**config.mk**
```make
export PLATFORM = sky130hd
export DESIGN_NAME = dma_window_xlate
export DESIGN_NICKNAME = d
export VERILOG_FILES = /design/src/rtl/xlate_pkg.sv /design/src/rtl/xlate_regs.sv /design/src/rtl/xlate_window.sv /design/src/rtl/xlate_form.sv /design/src/rtl/dma_window_xlate.sv
export SDC_FILE = /design/constraint.sdc
export NUM_CORES = 2
export LEC_CHECK = 0
export BUFFER_PORTS_ARGS = -buffer_cell sky130_fd_sc_hd__buf_2
export CORE_ASPECT_RATIO = 1.1
export CORE_MARGIN = 1.5
export CORE_UTILIZATION = 50
export DETAILED_ROUTE_END_ITERATION = 12
export HOLD_SLACK_MARGIN = 0.12
export MAX_ROUTING_LAYER = met4
export PLACE_DENSITY_LB_ADDON = 0.3
export SLEW_MARGIN = 40
export SYNTH_ARGS = -nofsm -noshare
export SYNTH_HDL_FRONTEND = slang
export SYNTH_SLANG_ARGS = --single-unit
```
**constraint.sdc**
```tcl
create_clock -name clk -period 4.2 [get_ports clk]
set_input_delay 1.05 -clock clk [delete_from_list [all_inputs] [get_ports clk]]
set_output_delay 1.05 -clock clk [all_outputs]
set_load 0.05 [all_outputs]
```
**src/rtl/xlate_pkg.sv**
```systemverilog
package xlate_pkg;
   // field geometry shared by compare and address formation
   localparam int REG_W      = 64;
   localparam int WIN_LO     = 20;
   localparam int WIN_HI     = 30;
   localparam int PTE_IDX_LO = 13;
   localparam int PTE_IDX_HI = 19;
   localparam int PTE_SHIFT  = 10;
   localparam int PAGE_SHIFT = 12;
   localparam int PAGE_OFS_W = 13;
   localparam int REG_GROUPS = 3;
   localparam int ACC_BYTES  = REG_W / 8;

   localparam logic [REG_W-1:0] WIN_FIELD =
      ((64'd1 << (WIN_HI - WIN_LO + 1)) - 64'd1) << WIN_LO;
   localparam logic [REG_W-1:0] LOW_PASS  = (64'd1 << WIN_LO) - 64'd1;
   localparam logic [REG_W-1:0] PTE_IDX_FIELD =
      ((64'd1 << (PTE_IDX_HI - PTE_IDX_LO + 1)) - 64'd1) << PTE_IDX_LO;
   localparam logic [REG_W-1:0] PTE_ALIGN = (64'd1 << PTE_SHIFT) - 64'd1;
   localparam logic [REG_W-1:0] PAGE_OFS  = (64'd1 << PAGE_OFS_W) - 64'd1;

   typedef enum logic [2:0] {
      XS_IDLE,
      XS_CMP,
      XS_FREQ,
      XS_WAIT,
      XS_DONE
   } xlate_state_e;
endpackage

```
**src/rtl/xlate_regs.sv**
```systemverilog
module xlate_regs
   import xlate_pkg::*;
#(
   parameter int NWIN  = 4,
   parameter int OFS_W = 10
) (
   input  logic                        clk,
   input  logic                        rst_n,
   input  logic                        reg_valid,
   input  logic                        reg_write,
   input  logic [OFS_W-1:0]            reg_addr,
   input  logic [3:0]                  reg_size,
   input  logic [REG_W-1:0]            reg_wdata,
   output logic                        reg_ack,
   output logic                        reg_err,
   output logic [REG_W-1:0]            reg_rdata,
   output logic [NWIN-1:0][REG_W-1:0]  wbase,
   output logic [NWIN-1:0][REG_W-1:0]  wmask,
   output logic [NWIN-1:0][REG_W-1:0]  tbase
);
   localparam int NREGS = REG_GROUPS * NWIN;

   if (NREGS * 64 > (1 << OFS_W)) begin : g_ofs_check
      $error("OFS_W too narrow for the register set");
   end

   logic [31:0]      idx_u;
   logic             size_ok;
   logic             idx_ok;
   logic             acc_ok;
   logic [REG_W-1:0] rd_mux;

   assign idx_u   = 32'(reg_addr) >> 6;
   assign size_ok = (reg_size == 4'(ACC_BYTES));
   assign idx_ok  = (idx_u < 32'(NREGS));
   assign acc_ok  = reg_valid && size_ok && idx_ok;

   for (genvar i = 0; i < NWIN; i++) begin : g_win_reg
      always_ff @(posedge clk or negedge rst_n) begin
         if (!rst_n) begin
            wbase[i] <= '0;
            wmask[i] <= '0;
            tbase[i] <= '0;
         end else if (acc_ok && reg_write) begin
            if (idx_u == 32'(i))
               wbase[i] <= reg_wdata;
            if (idx_u == 32'(NWIN + i))
               wmask[i] <= reg_wdata;
            if (idx_u == 32'(2 * NWIN + i))
               tbase[i] <= reg_wdata;
         end
      end
   end

   always_comb begin
      rd_mux = '0;
      for (int i = 0; i < NWIN; i++) begin
         if (idx_u == 32'(i))            rd_mux = wbase[i];
         if (idx_u == 32'(NWIN + i))     rd_mux = wmask[i];
         if (idx_u == 32'(2 * NWIN + i)) rd_mux = tbase[i];
      end
   end

   always_ff @(posedge clk or negedge rst_n) begin
      if (!rst_n) begin
         reg_ack   <= 1'b0;
         reg_err   <= 1'b0;
         reg_rdata <= '0;
      end else begin
         reg_ack   <= reg_valid;
         reg_err   <= reg_valid && !(size_ok && idx_ok);
         reg_rdata <= (acc_ok && !reg_write) ? rd_mux : '0;
      end
   end

   assert_reject_ack_R3: assert property (@(posedge clk) disable iff (!rst_n)
      reg_valid && !size_ok |=> reg_ack && reg_err);

   assert_reject_keeps_R3: assert property (@(posedge clk) disable iff (!rst_n)
      reg_valid && reg_write && !(size_ok && idx_ok)
      |=> $stable(wbase) && $stable(wmask) && $stable(tbase));

   assert_ack_follows_R2: assert property (@(posedge clk) disable iff (!rst_n)
      reg_valid |=> reg_ack);
endmodule

```
**src/rtl/xlate_window.sv**
```systemverilog
module xlate_window
   import xlate_pkg::*;
#(
   parameter int BUS_W = 32
) (
   input  logic [BUS_W-1:0] bus_addr,
   input  logic [REG_W-1:0] wbase,
   input  logic [REG_W-1:0] wmask,
   output logic             claim
);
   logic [REG_W-1:0] bus64;
   logic [REG_W-1:0] cmp_bits;
   logic             match;

   assign bus64    = REG_W'(bus_addr);
   assign cmp_bits = ~wmask & WIN_FIELD;
   assign match    = ((bus64 ^ wbase) & cmp_bits) == '0;
   assign claim    = match && wbase[0];
endmodule

```
**src/rtl/xlate_form.sv**
```systemverilog
module xlate_form
   import xlate_pkg::*;
#(
   parameter int DMA_W = 34
) (
   input  logic [REG_W-1:0] snap_bus,
   input  logic [REG_W-1:0] snap_mask,
   input  logic [REG_W-1:0] snap_tba,
   input  logic [REG_W-1:0] entry,
   output logic [DMA_W-1:0] direct_addr,
   output logic [REG_W-1:0] pte_addr,
   output logic [DMA_W-1:0] sg_addr
);
   logic [REG_W-1:0] open_bits;
   logic [REG_W-1:0] pass_mask;
   logic [REG_W-1:0] direct_full;
   logic [REG_W-1:0] tba_keep;
   logic [REG_W-1:0] idx_sel;
   logic [REG_W-1:0] sg_full;

   assign open_bits   = snap_mask & WIN_FIELD;
   assign pass_mask   = open_bits | LOW_PASS;
   assign direct_full = (snap_bus & pass_mask) | (snap_tba & ~pass_mask);
   assign direct_addr = direct_full[DMA_W-1:0];

   assign tba_keep = ~((open_bits >> PTE_SHIFT) | PTE_ALIGN);
   assign idx_sel  = open_bits | PTE_IDX_FIELD;
   assign pte_addr = (snap_tba & tba_keep) | ((snap_bus & idx_sel) >> PTE_SHIFT);

   assign sg_full  = ((entry & ~64'd1) << PAGE_SHIFT) | (snap_bus & PAGE_OFS);
   assign sg_addr  = sg_full[DMA_W-1:0];
endmodule

```
**src/rtl/dma_window_xlate.sv**
```systemverilog
module dma_window_xlate
   import xlate_pkg::*;
#(
   parameter int NWIN  = 4,
   parameter int BUS_W = 32,
   parameter int DMA_W = 34,
   parameter int OFS_W = 10
) (
   input  logic                clk,
   input  logic                rst_n,
   input  logic                reg_valid,
   input  logic                reg_write,
   input  logic [OFS_W-1:0]    reg_addr,
   input  logic [3:0]          reg_size,
   input  logic [REG_W-1:0]    reg_wdata,
   output logic                reg_ack,
   output logic                reg_err,
   output logic [REG_W-1:0]    reg_rdata,
   input  logic                req_valid,
   output logic                req_ready,
   input  logic [BUS_W-1:0]    req_addr,
   output logic                res_valid,
   output logic                res_hit,
   output logic [DMA_W-1:0]    res_addr,
   output logic                mem_req_valid,
   input  logic                mem_req_ready,
   output logic [REG_W-1:0]    mem_req_addr,
   input  logic                mem_rsp_valid,
   input  logic [REG_W-1:0]    mem_rsp_data
);
   localparam int IW = (NWIN > 1) ? $clog2(NWIN) : 1;

   if (NWIN < 1 || BUS_W > REG_W || DMA_W > REG_W || BUS_W <= WIN_HI) begin : g_param_check
      $error("dma_window_xlate: unsupported parameter set");
   end

   logic [NWIN-1:0][REG_W-1:0] wbase;
   logic [NWIN-1:0][REG_W-1:0] wmask;
   logic [NWIN-1:0][REG_W-1:0] tbase;

   xlate_regs #(.NWIN(NWIN), .OFS_W(OFS_W)) u_regs (
      .clk       (clk),
      .rst_n     (rst_n),
      .reg_valid (reg_valid),
      .reg_write (reg_write),
      .reg_addr  (reg_addr),
      .reg_size  (reg_size),
      .reg_wdata (reg_wdata),
      .reg_ack   (reg_ack),
      .reg_err   (reg_err),
      .reg_rdata (reg_rdata),
      .wbase     (wbase),
      .wmask     (wmask),
      .tbase     (tbase)
   );

   logic [NWIN-1:0] claim_vec;

   for (genvar i = 0; i < NWIN; i++) begin : g_win
      xlate_window #(.BUS_W(BUS_W)) u_win (
         .bus_addr (req_addr),
         .wbase    (wbase[i]),
         .wmask    (wmask[i]),
         .claim    (claim_vec[i])
      );
   end

   // lowest index wins: scan downward so the last assignment is the smallest
   logic [IW-1:0] pick;
   always_comb begin
      pick = '0;
      for (int i = NWIN - 1; i >= 0; i--)
         if (claim_vec[i]) pick = IW'(i);
   end

   xlate_state_e     state;
   logic [REG_W-1:0] snap_bus;
   logic [REG_W-1:0] snap_mask;
   logic [REG_W-1:0] snap_tba;
   logic             snap_hit;
   logic             snap_sg;
   logic [REG_W-1:0] pte_q;
   logic             hit_q;
   logic [DMA_W-1:0] addr_q;

   logic [DMA_W-1:0] direct_addr;
   logic [REG_W-1:0] pte_addr;
   logic [DMA_W-1:0] sg_addr;

   xlate_form #(.DMA_W(DMA_W)) u_form (
      .snap_bus    (snap_bus),
      .snap_mask   (snap_mask),
      .snap_tba    (snap_tba),
      .entry       (mem_rsp_data),
      .direct_addr (direct_addr),
      .pte_addr    (pte_addr),
      .sg_addr     (sg_addr)
   );

   always_ff @(posedge clk or negedge rst_n) begin
      if (!rst_n) begin
         state     <= XS_IDLE;
         snap_bus  <= '0;
         snap_mask <= '0;
         snap_tba  <= '0;
         snap_hit  <= 1'b0;
         snap_sg   <= 1'b0;
         pte_q     <= '0;
         hit_q     <= 1'b0;
         addr_q    <= '0;
      end else begin
         unique case (state)
            XS_IDLE: begin
               if (req_valid) begin
                  snap_bus  <= REG_W'(req_addr);
                  snap_hit  <= |claim_vec;
                  snap_sg   <= wbase[pick][1];
                  snap_mask <= wmask[pick];
                  snap_tba  <= tbase[pick];
                  state     <= XS_CMP;
               end
            end
            XS_CMP: begin
               if (!snap_hit) begin
                  hit_q  <= 1'b0;
                  addr_q <= '0;
                  state  <= XS_DONE;
               end else if (snap_sg) begin
                  pte_q <= pte_addr;
                  state <= XS_FREQ;
               end else begin
                  hit_q  <= 1'b1;
                  addr_q <= direct_addr;
                  state  <= XS_DONE;
               end
            end
            XS_FREQ: begin
               if (mem_req_ready) state <= XS_WAIT;
            end
            XS_WAIT: begin
               if (mem_rsp_valid) begin
                  hit_q  <= 1'b1;
                  addr_q <= sg_addr;
                  state  <= XS_DONE;
               end
            end
            XS_DONE: begin
               state <= XS_IDLE;
            end
            default: state <= XS_IDLE;
         endcase
      end
   end

   assign req_ready     = (state == XS_IDLE);
   assign res_valid     = (state == XS_DONE);
   assign res_hit       = hit_q;
   assign res_addr      = addr_q;
   assign mem_req_valid = (state == XS_FREQ);
   assign mem_req_addr  = pte_q;

   assert_res_pulse_R12: assert property (@(posedge clk) disable iff (!rst_n)
      res_valid |=> !res_valid && req_ready);

   assert_busy_fetch_R12: assert property (@(posedge clk) disable iff (!rst_n)
      (mem_req_valid || res_valid) |-> !req_ready);

   assert_accept_busy_R12: assert property (@(posedge clk) disable iff (!rst_n)
      req_valid && req_ready |=> !req_ready);

   assert_miss_zero_R7: assert property (@(posedge clk) disable iff (!rst_n)
      res_valid && !res_hit |-> res_addr == '0);

   assert_hold_fetch_R9: assert property (@(posedge clk) disable iff (!rst_n)
      mem_req_valid && !mem_req_ready |=> mem_req_valid && $stable(mem_req_addr));

   assert_single_fetch_R9: assert property (@(posedge clk) disable iff (!rst_n)
      mem_req_valid && mem_req_ready |=> !mem_req_valid);
endmodule

```
==> flow_summary_export.csv <==
group,metric,value,unit
cts,cts_root_buf,"clkbuf_16",
detailed_routing,dr_wl_met2,76.13,mm
detailed_routing,drc_errors,0,
synth,synth_area,48260,um2
die,ios,349,
synth,syn-instance-count,4062,
cts,cts_buffers,106,
timing,setup_slack,986.9,ps
finish,area_growth_syn_to_layout,15.35,%
worst_setup_path,r2r_start,"state[0]",
timing,rsz0062_at_grt,"no",
timing,timing.hold.ws,325.1,ps
synth,ys_seq_area_share,53.46,%
synth,ys_types,67,
worst_setup_path,required,4830,ps
detailed_routing,drt_iter0_drc,4438,
global_route,grt_max_degree,88,
placed_design,port_buffers,295,
synth,synth_edf_count,0,
synth,ys_ff_latch,1031,
timing,finalHoldViolations,0,
cts,cts_tree,"built",
detailed_routing,dr.pass1.iters,6,
placed_design,hpwl,100.5,mm
flow_run,drv_cap,0,
worst_setup_path,startpoint_type,"input port",
synth,synthFlopType,"dfrtp_1",
global_route,grt_pass1_vias,37410,
pwr,p_leak,26.33,nW
worst_setup_path,startpoint,"reg_addr[7]",
timing,max_freq,311.2,MHz
cts,holdBufCountCts,0,
min_path,hold_class,"in2async",
detailed_routing,detail-route-antenna-nets,0,
pwr,ir_drop,0.3685,mV
global_route,antenna_found_initial,17,
synth,ys_warn_count,0,
worst_setup_path,cp.arrival,3850,ps
detailed_routing,highest_layer,"met4",
die,die_area,98390,um2
timing,slew_headroom,43.07,%
worst_setup_path,cp_max_fo,23,
placed_design,postPlaceCellArea,51950,um2
die,num_rows,119,
detailed_routing,dr_wl_met3,16.56,mm
die,die_h,328.8,um
timing,worst_pin_slew,832.5,ps
finish,drive_gt1_share,36.21,%
pwr,powerDensity,395.0,nW/um2
cts,ctsResizeCount,0,
finish,final_cells,5612,
die,die_w,299.2,um
finish,utilization,58.15,%
cts,ctsHtreeMaxLevel,3,
die,core-area,95740,um2
synth,synth_area_per_cell,11.88,um2
worst_setup_path,critical_path_class,"in2reg",
placed_design,dpl.cell_count,5396,
status,outcome,"finished clean",
cts,cts.sinks,1031,
detailed_routing,vias,37400,
cts,clkTransAtPathRegs,60,ps
timing,setup_violations,0,
worst_setup_path,crit_path_end_kind,"register",
global_route,grt_pass1_wl,246.6,mm
cts,clockBufferDepth,3,
timing,worst_clock_skew,32.48,ps
timing,drv_slew,0,
detailed_routing,wl_met1,64.87,mm
synth,async_flop_share,100.0,%
timing,period_share,76.50,%
detailed_routing,wire_per_inst,29.70,um
die,start_util,50.41,%
placed_design,gp_congestion,0.9189,
cts,postCtsSetupRepairBufs,0,
cts,clkLatencyLatePin,720,ps
placed_design,pre_cts_slack,281.3,ps
finish,design_area,55670,um2
detailed_routing,vias_per_cell,6.664,
finish,nets,4415,
global_route,track_usage,34.59,%
detailed_routing,routed_wl,166.7,mm
pwr,total_power,21.99,mW
timing,finalSetupTns,0,ps
global_route,overflow,0,
timing,fin_crit,3213,ps
sequential cells by signal, summed over array words and instances, names as in the netlist:
name / flops
mem_req_addr: 61
res_addr: 34
res_hit: 1
snap_bus: 31
snap_hit: 1
snap_mask: 11
snap_sg: 1
snap_tba: 54
state: 3
u_regs.reg_ack: 1
u_regs.reg_err: 1
u_regs.reg_rdata: 64
u_regs.tbase: 256
u_regs.wbase: 256
u_regs.wmask: 256
metal layers:
layer | global-route usage, % | vias to the layer above
met5 | - | -
met4 | 17.47 | 0
met3 | 7.265 | 607
met2 | 52.53 | 2293
met1 | 43.95 | 19060
li1 | - | 15440
power by group:
part	internal (mW)	switching [mW]	leakage (nW)
combinational	0.512	1.15	10.3
sequential	10.2	0.196	14.2
clock	5.78	4.16	1.81
area by class of cell:
| type | count | area [um2] |
|---|---|---|
| fillers | 7885 | 40070 |
| multi-input cells | 2599 | 20810 |
| clock inverters | 41 | 560.5 |
| repair buffers | 481 | 3692 |
| clock buffers | 158 | 3119 |
| well taps | 1270 | 1589 |
| diodes | 17 | 42.54 |
| inverters | 15 | 56.30 |
| flip-flops and latches | 1031 | 25800 |
cells by family (layout without fill, tap and decap cells):
logic type,after synthesis,count (layout),synth area share [%]
compound gates,1023,1023,14.87
flops,1031,1031,53.46
simple gates,628,628,6.171
buf+inv,434,695,3.832
mux,901,901,20.86
xor+xnor,44,44,0.7985
other cells,1,20,0.007771
critical path, cell delays in order:
cell and delay, ps:
buf_2 390, buf_4 440, nand2b_2 200, buf_4 280, nor3_1 260, buf_4 200, a22oi_1 70, nand2_1 100
a221oi_1 50, nor4_1 560, buf_4 220
worst paths after layout:
path	endpoint	slack, ps	depth (start not counted)
min in group clk	res_addr[6]	470	1
hold reg to reg	res_addr[6]	470	1
setup reg to reg	snap_mask[27]	1050	6
setup / recovery	u_regs.reg_rdata[17]	990	11
max in group asynchronous	res_addr[18]	2640	2
hold / removal	snap_bus[9]	330	1
synthesized netlist by cell type, drive strengths merged, types with 4 or more instances:
cell | count | share of area, %
or3 | 7 | 0.091
a31oi | 7 | 0.091
clkbuf | 267 | 2.1
buf | 152 | 1.6
a31o | 64 | 1.2
and2 | 67 | 0.87
o2111ai | 66 | 1.2
nor2b | 10 | 0.13
a311o | 65 | 1.3
a21oi | 208 | 2.2
dfrtp | 1031 | 53
a2111oi | 73 | 1.3
o221a | 7 | 0.16
o221ai | 28 | 0.51
o2bb2ai | 8 | 0.15
mux2 | 838 | 20
nor2 | 151 | 1.2
nand2 | 233 | 1.8
a22o | 15 | 0.27
and3 | 19 | 0.25
o21ai | 192 | 2.0
nor3 | 7 | 0.14
mux2i | 63 | 1.3
a32oi | 4 | 0.073
a211o | 6 | 0.11
nand2b | 6 | 0.078
a22oi | 125 | 1.9
xnor2 | 44 | 0.80
a221oi | 24 | 0.44
nand3 | 87 | 0.91
inv | 14 | 0.11
o22ai | 68 | 0.88
nor4 | 27 | 0.44
a21o | 21 | 0.33
o211ai | 24 | 0.37
nor3b | 4 | 0.073
cell usage in the layout (no fill, tap or decap), types with 12 or more instances in the layout:
cell / Yosys / final
o21ai_0: 192 / 192
nor2_4: 1 / 12
a31o_2: 64 / 64
and3_1: 19 / 19
nor2_1: 144 / 133
mux2i_1: 63 / 63
buf_4: 4 / 123
clkinv_2: 0 / 20
nand2_1: 233 / 230
clkbuf_16: 0 / 107
o211ai_1: 24 / 24
mux2_2: 790 / 790
clkbuf_8: 0 / 25
o22ai_1: 68 / 68
inv_1: 13 / 12
o2111ai_1: 66 / 66
a2111oi_0: 73 / 73
a21oi_1: 207 / 207
a21o_1: 21 / 21
diode_2: 0 / 17
xnor2_1: 44 / 44
nand3_1: 86 / 84
nor4_1: 23 / 22
and2_1: 67 / 65
buf_12: 0 / 64
o221ai_1: 28 / 28
a22o_1: 15 / 15
a311o_1: 65 / 65
buf_2: 122 / 292
dfrtp_1: 1031 / 1031
a221oi_1: 24 / 24
a22oi_1: 125 / 125
clkbuf_1: 267 / 26
mux2_1: 48 / 48
Power figures use the tool's default switching activity.
